`src/rtl/swu_pkg.sv`:
```
package swu_pkg;
    localparam int LANE_W = 8;

    // Qualified request kind: {write, read}
    typedef enum logic [1:0] {
        OP_IDLE  = 2'b00,
        OP_READ  = 2'b01,
        OP_WRITE = 2'b10,
        OP_BOTH  = 2'b11
    } op_e;
endpackage

```
`src/rtl/swu_lane_merge.sv`:
```
module swu_lane_merge #(
    parameter int WORD_W = 32,
    localparam int LANES = WORD_W / swu_pkg::LANE_W
) (
    input  logic [WORD_W-1:0] cur_word,
    input  logic [WORD_W-1:0] src_word,
    input  logic [LANES-1:0]  lane_en,
    output logic [WORD_W-1:0] merged
);
    localparam int LW = swu_pkg::LANE_W;

    for (genvar g = 0; g < LANES; g++) begin : g_lane
        assign merged[g*LW +: LW] = lane_en[g] ? src_word[g*LW +: LW]
                                               : cur_word[g*LW +: LW];
    end
endmodule

```
`src/rtl/swu_fiq_guard.sv`:
```
module swu_fiq_guard #(
    parameter int WORD_W  = 32,
    parameter int FIQ_BIT = 6
) (
    input  logic              lock,
    input  logic              cur_fiq,
    input  logic [WORD_W-1:0] cand_word,
    output logic [WORD_W-1:0] safe_word
);
    always_comb begin
        safe_word = cand_word;
        if (lock && !cur_fiq) begin
            safe_word[FIQ_BIT] = 1'b0;
        end
    end
endmodule

```
`src/rtl/swu_group_regs.sv`:
```
module swu_group_regs #(
    parameter int                 WORD_W   = 32,
    parameter logic [WORD_W-1:0]  RST_WORD = 32'h0000_01D3,
    parameter int                 COND_LSB = 28,
    parameter int                 SAT_BIT  = 27,
    parameter int                 GE_LSB   = 16
) (
    input  logic              clk,
    input  logic              rst_n,
    input  logic              wr_take,
    input  logic [WORD_W-1:0] new_word,
    input  logic              q_set,
    input  logic              ge_load,
    input  logic [3:0]        ge_val,
    output logic [WORD_W-1:0] base_q,
    output logic [3:0]        cond_q,
    output logic              sat_q,
    output logic [3:0]        ge_q
);
    localparam logic [WORD_W-1:0] COND_MASK = WORD_W'(4'hF) << COND_LSB;
    localparam logic [WORD_W-1:0] SAT_MASK  = WORD_W'(1)    << SAT_BIT;
    localparam logic [WORD_W-1:0] GE_MASK   = WORD_W'(4'hF) << GE_LSB;
    localparam logic [WORD_W-1:0] FLAG_MASK = COND_MASK | SAT_MASK | GE_MASK;

    always_ff @(posedge clk or negedge rst_n) begin
        if (!rst_n) begin
            base_q <= RST_WORD & ~FLAG_MASK;
            cond_q <= RST_WORD[COND_LSB +: 4];
            sat_q  <= RST_WORD[SAT_BIT];
            ge_q   <= RST_WORD[GE_LSB +: 4];
        end else if (wr_take) begin
            // explicit write owns every group this cycle
            base_q <= new_word & ~FLAG_MASK;
            cond_q <= new_word[COND_LSB +: 4];
            sat_q  <= new_word[SAT_BIT];
            ge_q   <= new_word[GE_LSB +: 4];
        end else begin
            if (q_set) begin
                sat_q <= 1'b1;
            end
            if (ge_load) begin
                ge_q <= ge_val;
            end
        end
    end
endmodule

```
`src/rtl/status_word_unit.sv`:
```
module status_word_unit #(
    parameter int                WORD_W   = 32,
    parameter logic [WORD_W-1:0] RST_WORD = 32'h0000_01D3,
    parameter logic [WORD_W-1:0] VIS_MASK = 32'hF8FF_03DF,
    parameter int                COND_LSB = 28,
    parameter int                SAT_BIT  = 27,
    parameter int                GE_LSB   = 16,
    parameter int                FIQ_BIT  = 6,
    localparam int               LANES    = WORD_W / swu_pkg::LANE_W
) (
    input  logic              clk,
    input  logic              rst_n,
    input  logic              cond_ok,
    input  logic              rd_req,
    input  logic              wr_req,
    input  logic              wr_use_imm,
    input  logic [WORD_W-1:0] wr_reg_data,
    input  logic [WORD_W-1:0] wr_imm_data,
    input  logic [LANES-1:0]  wr_lane_en,
    input  logic              fiq_lock,
    input  logic              q_set_req,
    input  logic              ge_load_req,
    input  logic [3:0]        ge_load_val,
    output logic [WORD_W-1:0] rd_data
);
    import swu_pkg::*;

    op_e              op;
    logic             rd_take;
    logic             wr_take;
    logic [WORD_W-1:0] base_q;
    logic [3:0]       cond_q;
    logic             sat_q;
    logic [3:0]       ge_q;
    logic [WORD_W-1:0] full_word;
    logic [WORD_W-1:0] src_word;
    logic [WORD_W-1:0] lane_word;
    logic [WORD_W-1:0] new_word;

    // Request qualification
    always_comb begin
        op = op_e'({cond_ok & wr_req, cond_ok & rd_req});
    end

    always_comb begin
        unique case (op)
            OP_IDLE:  begin rd_take = 1'b0; wr_take = 1'b0; end
            OP_READ:  begin rd_take = 1'b1; wr_take = 1'b0; end
            OP_WRITE: begin rd_take = 1'b0; wr_take = 1'b1; end
            OP_BOTH:  begin rd_take = 1'b1; wr_take = 1'b1; end
        endcase
    end

    // Rejoin the groups into one word
    always_comb begin
        full_word = base_q
                  | (WORD_W'(cond_q) << COND_LSB)
                  | (WORD_W'(sat_q)  << SAT_BIT)
                  | (WORD_W'(ge_q)   << GE_LSB);
        src_word  = wr_use_imm ? wr_imm_data : wr_reg_data;
    end

    swu_lane_merge #(.WORD_W(WORD_W)) lane_i (
        .cur_word (full_word),
        .src_word (src_word),
        .lane_en  (wr_lane_en),
        .merged   (lane_word)
    );

    swu_fiq_guard #(.WORD_W(WORD_W), .FIQ_BIT(FIQ_BIT)) guard_i (
        .lock      (fiq_lock),
        .cur_fiq   (full_word[FIQ_BIT]),
        .cand_word (lane_word),
        .safe_word (new_word)
    );

    swu_group_regs #(
        .WORD_W   (WORD_W),
        .RST_WORD (RST_WORD),
        .COND_LSB (COND_LSB),
        .SAT_BIT  (SAT_BIT),
        .GE_LSB   (GE_LSB)
    ) regs_i (
        .clk      (clk),
        .rst_n    (rst_n),
        .wr_take  (wr_take),
        .new_word (new_word),
        .q_set    (q_set_req),
        .ge_load  (ge_load_req),
        .ge_val   (ge_load_val),
        .base_q   (base_q),
        .cond_q   (cond_q),
        .sat_q    (sat_q),
        .ge_q     (ge_q)
    );

    // Registered read result
    always_ff @(posedge clk or negedge rst_n) begin
        if (!rst_n) begin
            rd_data <= '0;
        end else if (rd_take) begin
            rd_data <= full_word & VIS_MASK;
        end
    end
endmodule

```
`config.mk`:
```
export PLATFORM = sky130hd
export DESIGN_NAME = status_word_unit
export DESIGN_NICKNAME = d
export VERILOG_FILES = /design/src/rtl/swu_pkg.sv /design/src/rtl/swu_lane_merge.sv /design/src/rtl/swu_fiq_guard.sv /design/src/rtl/swu_group_regs.sv /design/src/rtl/status_word_unit.sv
export SDC_FILE = /design/constraint.sdc
export NUM_CORES = 1
export LEC_CHECK = 0
export ABC_AREA = 1
export CORE_AREA = 3 3 75 77
export CTS_CLUSTER_SIZE = 8
export DETAILED_ROUTE_END_ITERATION = 12
export DIE_AREA = 0 0 78 80
export HOLD_SLACK_MARGIN = 0.1
export PLACE_DENSITY = 0.8
export SYNTH_ARGS = -nofsm -noshare
export SYNTH_HDL_FRONTEND = slang
export SYNTH_SLANG_ARGS = --single-unit
```
`constraint.sdc`:
```
create_clock -name clk -period 2.2 [get_ports clk]
set_input_delay 0.44 -clock clk [delete_from_list [all_inputs] [get_ports clk]]
set_output_delay 0.44 -clock clk [all_outputs]
set_load 0.01 [all_outputs]
```
==> flow_metrics.env, run 1 <==
export IMPL_outcome="finished, final reports clean"
export IMPL_vdd_drop_max_mv=0.296
export IMPL_core_region_area_sq_um=5070
export IMPL_via_count_of_the_first_global_routing_pass=1718
export IMPL_grt_first_pass_wirelength_microns=7560
export IMPL_sink_count_of_the_clock_tree=44
export IMPL_drt_pre_antenna_iters=4
export IMPL_dpl_cell_count=413
export IMPL_grtUsageTotal_pct=15.2
export IMPL_power_frac_comb_pct=26.7
export IMPL_worst_setup_path_startpoint="rd_data[8]"
export IMPL_crit_path_max_incr_delay_ps=560
export IMPL_synthCells=266
export IMPL_tightestPinTransition_ps=543
export IMPL_io_buffers=82
export IMPL_synth_yosys_warnings=0
export IMPL_gp_routability_congestion=0.738
export IMPL_rows=26
export IMPL_crit_path_time_final_ps=1640
export IMPL_clock_insertion_delay_worst_skew_ps=280
export IMPL_post_route_cells_drive_above_1_share_pct=7.41
export IMPL_post_synth_fa_ha_maj_area_fraction_pct=0
export IMPL_synth_area_leaders="sky130_fd_sc_hd__dfrtp_1 (46%), sky130_fd_sc_hd__nand2_1 (23%), sky130_fd_sc_hd__o21ai_0 (8.1%)"
export IMPL_cts_root_buffer="sky130_fd_sc_hd__clkbuf_8"
export IMPL_max_cap_viol_count=0
export IMPL_netlist_cell_type_count=18
export IMPL_routedWlPerCell_microns=10.9
export IMPL_p_int_w=0.00154
export IMPL_netSwitchingPower_w=0.000546
export IMPL_drv_slew=0
export IMPL_floorplan_initialDensity_pct=41.2
export IMPL_cts_repair_timing_setup_buffer_count=0
export IMPL_yosys_area_share_simple_pct=25.1
export IMPL_cp_num_buf_inv=1
export IMPL_hold_viol_final=0
export IMPL_synth_largest_area_cell="sky130_fd_sc_hd__dfrtp_1"
export IMPL_util_after_layout_pct=59.7
export IMPL_power_share_sequential_pct=49.3
export IMPL_cts_root_to_sink_buffers=2
export IMPL_die_width_microns=78
export IMPL_clk_pin_slew_ps=80
export IMPL_synth_compound_area_share_pct=8.50
export IMPL_worstPathMaxFanout=2
export IMPL_place_worst_setup_slack_ps=408
export IMPL_grt_antenna_before_repair=0
export IMPL_synth_area_per_cell_sq_um=7.86
export IMPL_worstSetupStartpointType="flip-flop"
export IMPL_setup_ws_ps=565
export IMPL_timing_final_crit_share_pct=74.3
export IMPL_crit_path_kind="flip-flop to output pin"
export IMPL_minimum_setup_slack_among_reg_to_reg_paths_ps=1380
export IMPL_drt_initial_drc_count=59
export IMPL_p_leak_nw=1.49
export IMPL_cts_buffers_inserted=5
export IMPL_fin_worst_skew_ps=5.24
export IMPL_cp_cell_sequence="clkdlybuf4s50_1"
export IMPL_num_vias=1830
export IMPL_power_clock_fraction_pct=24.0
export IMPL_r2r_start="regs_i.base_q[6]"
export IMPL_synth_xor_area_share_pct=0
export IMPL_worst_ep_arrival_time_ps=1200
export IMPL_io_pins=113
export IMPL_setup_tns_final_ps=0
export IMPL_achievable_frequency_ghz=0.611
export IMPL_setup_violations=0
export IMPL_seq_area_frac_synth_pct=53.1
export IMPL_detail_route_vias_per_cell=4.35
export IMPL_clock_tree_from_tritoncts="done"
export IMPL_dieArea_sq_um=6240
export IMPL_worstPathRequired_ps=1760
export IMPL_endpoint_class_of_the_critical_path="output pin"
export IMPL_antenna_violating_nets_post_route=0
export IMPL_cellPowerDensity_nw_per_um2=688
export IMPL_yosys_mux_area_fraction_pct=2.16
export IMPL_rsz0062_at_grt="no"
export IMPL_power_total_w=0.00208
export IMPL_post_route_drc_count=0
export IMPL_drt_wl_total_microns=4600
export IMPL_synth_top_family_by_area="simple AND/OR/NAND/NOR gates"
export IMPL_cts_repair_resized=0
export IMPL_clock_tree_htree_level_count=2
export IMPL_r2r_worst_path_cells=2
export IMPL_yosysTopAreaCellShare_pct=45.5
export IMPL_n_antenna_cell=0
export IMPL_largest_delay_share_family_worst_path="buffers and inverters"
export IMPL_layout_cells_non_filler=421
export IMPL_maximum_number_of_pins_on_one_net_before_global_route_repair=45
export IMPL_grt_remaining_overflow=0
export IMPL_worstHoldPathType="primary input to async pin"
export IMPL_dieHeight_microns=80
export IMPL_cts_hold_buffers=0
export IMPL_synth_seq_cells=44
export IMPL_post_syn_area_sq_um=2090
export IMPL_worst_path_max_delay_cell="sky130_fd_sc_hd__clkdlybuf4s50_1"
export IMPL_switching_share_pct=26.2
export IMPL_finalNetCount=431
export IMPL_syn2layout_area_growth_pct=45.0
export IMPL_detailedPlacementHpwl_microns=3480
export IMPL_timing_rr_end="rd_data[6]"
export IMPL_maxSlewHeadroom_pct=63.8
[flip-flops by register name (all words and copies together) (netlist names)]
| name | count |
|---|---|
| regs_i.cond_q | 4 |
| regs_i.ge_q | 4 |
| regs_i.base_q | 13 |
| rd_data | 22 |
| regs_i.sat_q | 1 |
[stage by stage]
step	hold slack (ps)	instance area, sq um
after CTS	242	3030
after detailed placement	464	2940
final	218	3030
after global placement	461	2940
after global routing	257	3030
after floorplan	144	2120
[layout make-up]
cell class | instances | area (sq um)
repair buffers | 87 | 853
flip-flops and latches | 44 | 1110
fillers | 479 | 2050
inverters | 28 | 105
well taps | 70 | 87.6
multi-input cells | 184 | 785
clock buffers | 8 | 90.1
[metal layers]
layer	vias to the layer above	global-route usage, %	share of wire (%)
met2	58	27.9	51
met4	0	4.72	1.0
met5	-	0	0
met1	811	16.8	42
li1	954	-	-
met3	7	4.63	6.6
[worst max-delay path by stage]
stage                       end  slack, ps  cells after the start
2_1_floorplan       rd_data[16]       1080                      3
3_3_place_gp   regs_i.cond_q[2]        430                      4
3_5_place_dp   regs_i.cond_q[2]        410                      4
4_1_cts             rd_data[17]        550                      1
5_1_grt              rd_data[8]        490                      1
6_report             rd_data[8]        560                      1
[cell usage after synthesis, drive strengths merged]
master and instances:
clkbuf 3, mux2 4, buf 16, inv 28, dfstp 6, o21ai 34, nand2 128, dfrtp 38
o211ai 1, conb 1, nor2 3, nand3 4
[layout by cell type (no fill, tap or decap)]
cell,count
sky130_fd_sc_hd__buf_2,1
sky130_fd_sc_hd__buf_4,5
sky130_fd_sc_hd__clkbuf_1,2
sky130_fd_sc_hd__clkbuf_8,6
sky130_fd_sc_hd__clkdlybuf4s50_1,81
sky130_fd_sc_hd__conb_1,10
sky130_fd_sc_hd__dfrtp_1,38
sky130_fd_sc_hd__dfstp_2,6
sky130_fd_sc_hd__inv_1,27
sky130_fd_sc_hd__inv_2,1
sky130_fd_sc_hd__mux2_2,4
sky130_fd_sc_hd__nand2_1,127
sky130_fd_sc_hd__nand2_2,1
sky130_fd_sc_hd__nand3_1,4
sky130_fd_sc_hd__nor2_1,1
sky130_fd_sc_hd__nor2_2,1
sky130_fd_sc_hd__nor2_4,1
sky130_fd_sc_hd__o211ai_1,1
sky130_fd_sc_hd__o21ai_0,34
[power by group through the flow]
stage | clock [W] | combinational [W] | sequential [W]
after floorplan | 0 | 0.000209 | 0.00108
final | 0.000499 | 0.000557 | 0.00103
after detailed placement | 0 | 0.000564 | 0.00104
after global placement | 0 | 0.000552 | 0.00104
after global routing | 0.000553 | 0.000618 | 0.00105
after CTS | 0.000518 | 0.000567 | 0.00103
[cell families (layout without fill, tap and decap cells)]
group,Yosys count,after routing
DFF,44,44
muxes,4,4
buffers and inverters,47,123
and+or+nand+nor,135,135
AOI/OAI and AO/OA,35,35
other,1,10
(Power assumes the default switching activity.)
==> inputs of run 2 (changes only) <==
--- a/config.mk
+++ b/config.mk
@@ -6,12 +6,12 @@
 export NUM_CORES = 1
 export LEC_CHECK = 0
 export ABC_AREA = 1
-export CORE_AREA = 3 3 75 77
+export CORE_AREA = 3 3 82 84
 export CTS_CLUSTER_SIZE = 8
 export DETAILED_ROUTE_END_ITERATION = 12
-export DIE_AREA = 0 0 78 80
+export DIE_AREA = 0 0 85 87
 export HOLD_SLACK_MARGIN = 0.1
-export PLACE_DENSITY = 0.8
+export PLACE_DENSITY = 0.7
 export SYNTH_ARGS = -nofsm -noshare
 export SYNTH_HDL_FRONTEND = slang
 export SYNTH_SLANG_ARGS = --single-unit
==> constraint.sdc (replaced) <==
create_clock -name clk -period 1.3 [get_ports clk]
set_input_delay 0.26 -clock clk [delete_from_list [all_inputs] [get_ports clk]]
set_output_delay 0.26 -clock clk [all_outputs]
set_load 0.01 [all_outputs]
==> run 2 against run 1 <==
  * Final cell count up 2.1%
  * Critical path depth unchanged
  * Flip-flop and latch count unchanged
  * Clock-buffer cell count down 3
  * Global-route usage down 1.5 points
  * Setup slack worse by 500 ps
  * Total power up 74%
  * Die area up 19%
  * Largest power group unchanged
==> flow_metrics.env, run 2 (synthesis results as in run 1) <==
export IMPL_outcome="finished, final reports clean"
export IMPL_cts_buffers_inserted=5
export IMPL_number_of_flip_flops_under_the_largest_register_name=22
export IMPL_fin_worst_skew_ps=7.77
export IMPL_largest_delay_share_family_worst_path="flip-flops"
export IMPL_achievable_frequency_ghz=0.811
export IMPL_routedWlPerCell_microns=11.5
export IMPL_worstSetupStartpointType="flip-flop"
export IMPL_grt_first_pass_wirelength_microns=8050
export IMPL_grt_remaining_overflow=0
export IMPL_p_leak_nw=1.57
export IMPL_dieHeight_microns=87
export IMPL_final_common_cell="sky130_fd_sc_hd__nand2_1"
export IMPL_grtUsageTotal_pct=13.7
export IMPL_finalNetCount=435
export IMPL_core_region_area_sq_um=5990
export IMPL_vdd_drop_max_mv=0.649
export IMPL_final_cell_mix="sky130_fd_sc_hd__nand2_1 (125), sky130_fd_sc_hd__clkdlybuf4s50_1 (59), sky130_fd_sc_hd__dfrtp_1 (38), sky130_fd_sc_hd__o21ai_0 (34), sky130_fd_sc_hd__inv_1 (27)"
export IMPL_minimum_setup_slack_among_reg_to_reg_paths_ps=500
export IMPL_crit_path_time_final_ps=1230
export IMPL_cellPowerDensity_nw_per_um2=1180
export IMPL_worstPathRequired_ps=1040
export IMPL_hold_viol_final=0
export IMPL_worst_setup_path_startpoint="rd_data[8]"
export IMPL_rsz0062_at_grt="yes"
export IMPL_clock_tree_htree_level_count=2
export IMPL_cp_cell_sequence="dlygate4sd2_1"
export IMPL_worst_path_max_delay_cell="sky130_fd_sc_hd__dfrtp_1"
export IMPL_cp_num_buf_inv=1
export IMPL_met3_wl_microns=312
export IMPL_clock_tree_from_tritoncts="done"
export IMPL_setup_tns_final_ps=0
export IMPL_path_depth=1
export IMPL_worstHoldPathType="primary input to async pin"
export IMPL_max_cap_viol_count=0
export IMPL_reg_top3="rd_data (22), regs_i.base_q (13)"
export IMPL_layout_cells_non_filler=430
export IMPL_dieArea_sq_um=7400
export IMPL_layout_cell_area_non_filler_sq_um=3070
export IMPL_post_route_cells_drive_above_1_share_pct=9.30
export IMPL_setup_violations=0
export IMPL_met2WireLength_microns=2440
export IMPL_clk_pin_slew_ps=80
export IMPL_detail_route_vias_per_cell=4.30
export IMPL_cts_root_buffer="sky130_fd_sc_hd__clkbuf_8"
export IMPL_post_route_drc_count=0
export IMPL_placement_cell_area_sq_um=2960
export IMPL_cts_repair_timing_setup_buffer_count=0
export IMPL_crit_path_kind="flip-flop to output pin"
export IMPL_highest_signal_layer="met4"
export IMPL_io_pins=113
export IMPL_syn2layout_area_growth_pct=46.9
export IMPL_grt_antenna_before_repair=0
export IMPL_worst_ep_arrival_time_ps=970
export IMPL_met1_length_microns=2150
export IMPL_drt_initial_drc_count=73
export IMPL_dpl_cell_count=420
export IMPL_detailedPlacementHpwl_microns=3760
export IMPL_sink_count_of_the_clock_tree=44
export IMPL_r2r_worst_path_cells=2
export IMPL_io_buffers=82
export IMPL_worst_setup_path_endpoint="rd_data[8]"
export IMPL_die_width_microns=85
export IMPL_util_after_layout_pct=51.3
export IMPL_top_register="rd_data"
export IMPL_drt_pre_antenna_iters=4
export IMPL_timing_rr_end="regs_i.base_q[7]"
export IMPL_rows=28
export IMPL_worstPathMaxFanout=2
export IMPL_endpoint_class_of_the_critical_path="output pin"
export IMPL_antenna_violating_nets_post_route=0
export IMPL_crit_path_max_incr_delay_ps=390
export IMPL_maximum_number_of_pins_on_one_net_before_global_route_repair=25
export IMPL_floorplan_initialDensity_pct=34.9
export IMPL_gp_routability_congestion=0.733
export IMPL_drv_slew=0
export IMPL_num_vias=1848
export IMPL_r2r_start="regs_i.base_q[7]"
export IMPL_n_antenna_cell=0
export IMPL_via_count_of_the_first_global_routing_pass=1783
export IMPL_cts_root_to_sink_buffers=2
export IMPL_clock_insertion_delay_worst_skew_ps=290
export IMPL_timing_final_crit_share_pct=94.9
export IMPL_drt_wl_total_microns=4940
-- run 2: cell types whose count changed in the layout (fill, tap and decap cells not counted), sizes merged, moves of 2 or more --
| cell | change |
|---|---|
| buf | +2 |
| clkbuf | -3 |
| dlygate4sd2 | +22 |
| clkdlybuf4s50 | -22 |
-- run 2: timing repair --
item | 4_1_cts | 5_1_grt
hold buffers | 1 | 0
setup endpoints to repair | 22 | 12
gates cloned | 0 | 1
gates resized for setup | 22 | 3
hold endpoints to repair | 12 | 0
pin swaps | 0 | 1
-- run 2: worst reg2reg max path: cells and delay by family, from the launching register on --
family	cells	cell delay, ps
AO/OA/AOI/OAI	1	160
buffers and inverters	1	40
flip-flops	1	520
-- run 2: worst min-delay path by stage --
stage,from,to,slack (ps),cells after the start
after global placement,rst_n,rd_data[7],210,1
after detailed placement,rst_n,rd_data[7],230,1
final,rst_n,rd_data[6],440,2
after CTS,rst_n,rd_data[6],450,2
after global routing,rst_n,rd_data[6],470,2
after floorplan,rst_n,rd_data[0],-40,0
-- run 2: power by group --
| group | leakage [nW] | switching (W) | total [W] | internal (W) |
|---|---|---|---|---|
| Combinational | 0.983 | 0.000422 | 0.000864 | 0.000443 |
| Clock | 0.0541 | 0.000458 | 0.00103 | 0.000569 |
| Sequential | 0.533 | 0.0000967 | 0.00173 | 0.00164 |
-- run 2: layout make-up --
| type | count | area (sq um) |
|---|---|---|
| fillers | 583 | 2920 |
| flip-flops and latches | 44 | 1110 |
| repair buffers | 90 | 851 |
| multi-input cells | 185 | 801 |
| inverters | 28 | 105 |
| well taps | 75 | 93.8 |
| clock buffers | 5 | 68.8 |
| clock inverters | 3 | 42.5 |
-- run 2: layer usage --
layer / vias to the layer above / global-route usage (%)
met5: - / 0
met4: 0 / 3.45
met3: 6 / 3.78
met2: 57 / 24.4
met1: 823 / 16.2
li1: 962 / -
-- run 2: per-stage QoR --
stage          setup slack [ps]  power [W]  hold slack [ps]
6_report                   66.5    0.00363              441
4_1_cts                    9.15    0.00368              453
2_1_floorplan               358    0.00217            -35.6
3_5_place_dp               -300    0.00274              228
5_1_grt                   -33.5    0.00386              472
3_3_place_gp               -254    0.00270              214
==> inputs of run 3 (changes only) <==
--- a/config.mk
+++ b/config.mk
@@ -6,12 +6,13 @@
 export NUM_CORES = 1
 export LEC_CHECK = 0
 export ABC_AREA = 1
-export CORE_AREA = 3 3 82 84
+export CORE_AREA = 3 3 95 97
 export CTS_CLUSTER_SIZE = 8
 export DETAILED_ROUTE_END_ITERATION = 12
-export DIE_AREA = 0 0 85 87
+export DIE_AREA = 0 0 98 100
 export HOLD_SLACK_MARGIN = 0.1
-export PLACE_DENSITY = 0.7
+export PLACE_DENSITY = 0.73
 export SYNTH_ARGS = -nofsm -noshare
 export SYNTH_HDL_FRONTEND = slang
+export SYNTH_HIERARCHICAL = 1
 export SYNTH_SLANG_ARGS = --single-unit
==> run 3 against run 2 <==
  * Clock skew is 2.9 ps lower
  * Via count is 30% higher
  * Setup slack worse by 11 ps
  * Register-to-register slack worse by 180 ps
  * Highest routed layer is now met3
==> flow_metrics.env, run 3 <==
export IMPL_outcome="finished, final reports clean"
export IMPL_worstPathRequired_ps=1040
export IMPL_grt_remaining_overflow=0
export IMPL_final_cell_mix="sky130_fd_sc_hd__nand2_1 (223), sky130_fd_sc_hd__clkdlybuf4s50_1 (58), sky130_fd_sc_hd__inv_1 (43), sky130_fd_sc_hd__dfrtp_1 (38), sky130_fd_sc_hd__dlygate4sd2_1 (22)"
export IMPL_top_register="rd_data"
export IMPL_io_buffers=82
export IMPL_minimum_setup_slack_among_reg_to_reg_paths_ps=320
export IMPL_worstPathMaxFanout=2
export IMPL_setup_tns_final_ps=0
export IMPL_dpl_cell_count=570
export IMPL_largest_delay_share_family_worst_path="flip-flops"
export IMPL_clk_pin_slew_ps=80
export IMPL_drt_wl_total_microns=6240
export IMPL_timing_rr_end="regs_i/base_q[6]"
export IMPL_post_route_drc_count=0
export IMPL_worst_path_max_delay_cell="sky130_fd_sc_hd__dfrtp_1"
export IMPL_worst_ep_arrival_time_ps=980
export IMPL_r2r_worst_path_cells=6
export IMPL_cts_root_to_sink_buffers=2
export IMPL_cts_buffers_inserted=5
export IMPL_n_antenna_cell=0
export IMPL_number_of_flip_flops_under_the_largest_register_name=22
export IMPL_worst_setup_path_startpoint="rd_data[3]"
export IMPL_dieArea_sq_um=9800
export IMPL_endpoint_class_of_the_critical_path="output pin"
export IMPL_drt_initial_drc_count=66
export IMPL_clock_tree_htree_level_count=2
export IMPL_cts_root_buffer="sky130_fd_sc_hd__clkbuf_8"
export IMPL_timing_final_crit_share_pct=95.8
export IMPL_path_depth=1
export IMPL_rsz0062_at_grt="no"
export IMPL_setup_violations=0
export IMPL_die_width_microns=98
export IMPL_syn2layout_area_growth_pct=25.7
export IMPL_synth_yosys_warnings=6
export IMPL_crit_path_time_final_ps=1240
export IMPL_reg_top3="rd_data (22), regs_i/base_q (13)"
export IMPL_p_leak_nw=1.99
export IMPL_detail_route_vias_per_cell=4.15
export IMPL_cp_cell_sequence="dlygate4sd2_1"
export IMPL_dieHeight_microns=100
export IMPL_drv_slew=0
export IMPL_detailedPlacementHpwl_microns=4760
export IMPL_worstHoldPathType="flip-flop to flip-flop"
export IMPL_post_route_cells_drive_above_1_share_pct=7.79
export IMPL_cp_num_buf_inv=1
export IMPL_layout_cells_non_filler=580
export IMPL_clock_insertion_delay_worst_skew_ps=280
export IMPL_util_after_layout_pct=43.3
export IMPL_crit_path_kind="flip-flop to output pin"
export IMPL_post_syn_area_sq_um=2830
export IMPL_fin_worst_skew_ps=4.91
export IMPL_worst_setup_path_endpoint="rd_data[3]"
export IMPL_via_count_of_the_first_global_routing_pass=2353
export IMPL_max_cap_viol_count=0
export IMPL_rows=33
export IMPL_gp_routability_congestion=0.747
export IMPL_routedWlPerCell_microns=10.8
export IMPL_r2r_start="regs_i/base_q[6]"
export IMPL_drt_pre_antenna_iters=4
export IMPL_synth_area_per_cell_sq_um=6.81
export IMPL_hold_viol_final=0
export IMPL_vdd_drop_max_mv=0.675
export IMPL_grt_antenna_before_repair=0
export IMPL_sink_count_of_the_clock_tree=44
export IMPL_worstSetupStartpointType="flip-flop"
export IMPL_core_region_area_sq_um=8220
export IMPL_clock_tree_from_tritoncts="done"
export IMPL_final_common_cell="sky130_fd_sc_hd__nand2_1"
export IMPL_placement_cell_area_sq_um=3440
export IMPL_antenna_violating_nets_post_route=0
export IMPL_cellPowerDensity_nw_per_um2=1030
export IMPL_synthCells=416
export IMPL_floorplan_initialDensity_pct=34.5
export IMPL_layout_cell_area_non_filler_sq_um=3560
export IMPL_num_vias=2407
export IMPL_io_pins=113
export IMPL_grtUsageTotal_pct=12.6
export IMPL_maximum_number_of_pins_on_one_net_before_global_route_repair=35
export IMPL_grt_first_pass_wirelength_microns=10300
export IMPL_crit_path_max_incr_delay_ps=410
export IMPL_achievable_frequency_ghz=0.803
export IMPL_finalNetCount=555
## run 3: worst min path at each step
stage,endpoint,startpoint,cells past startpoint
after global routing,regs_i/cond_q[1],regs_i/cond_q[1],2
after CTS,regs_i/base_q[8],regs_i/base_q[8],2
after floorplan,rd_data[0],rst_n,0
final,regs_i/base_q[0],regs_i/base_q[0],2
after detailed placement,regs_i/sat_q,rst_n,2
after global placement,regs_i/sat_q,rst_n,2
## run 3: stage by stage
| stage | setup WS, ps | hold slack [ps] | total power (W) |
|---|---|---|---|
| after floorplan | 187 | -35.6 | 0.00239 |
| after global placement | -230 | 252 | 0.00275 |
| after detailed placement | -260 | 253 | 0.00278 |
| after CTS | 38.2 | 476 | 0.00373 |
| after global routing | 13.4 | 490 | 0.00393 |
| final | 55.2 | 474 | 0.00368 |
## run 3: timing repair
item / CTS / global route
pin swaps: 0 / 0
hold buffers: 1 / 0
endpoints found under the setup margin: 22 / 1
resized for setup: 22 / 1
gates cloned: 0 / 1
endpoints found under the hold margin: 38 / 0
buffers inserted: 0 / 0
## run 3: report_power, final
| part | internal (W) | switching [W] |
|---|---|---|
| logic | 0.000468 | 0.000477 |
| clock network | 0.000570 | 0.000435 |
| registers | 0.00160 | 0.000128 |
| total | 0.00264 | 0.00104 |
## run 3: per-layer routing
| metal | up-vias | global-route usage (%) | share of wire (%) |
|---|---|---|---|
| met4 | 0 | 2.88 | 0 |
| met3 | 0 | 2.92 | 5.9 |
| met2 | 66 | 23.9 | 51 |
| li1 | 1273 | - | - |
| met1 | 1068 | 14.3 | 43 |
| met5 | - | 0 | 0 |
## run 3: area by class of cell
cell class | count | area, sq um
Fill cell | 847 | 4660
Sequential cell | 44 | 1110
Multi-Input combinational cell | 278 | 1100
Timing Repair Buffer | 96 | 928
Inverter | 49 | 189
Tap cell | 105 | 131
Clock buffer | 6 | 72.6
Clock inverter | 2 | 35.0
## run 3: worst min-delay path, delay by kind of cell, from the launching register on
kind             cells  cell delay, ps
DFF                  1             380
and+or+nand+nor      2             100
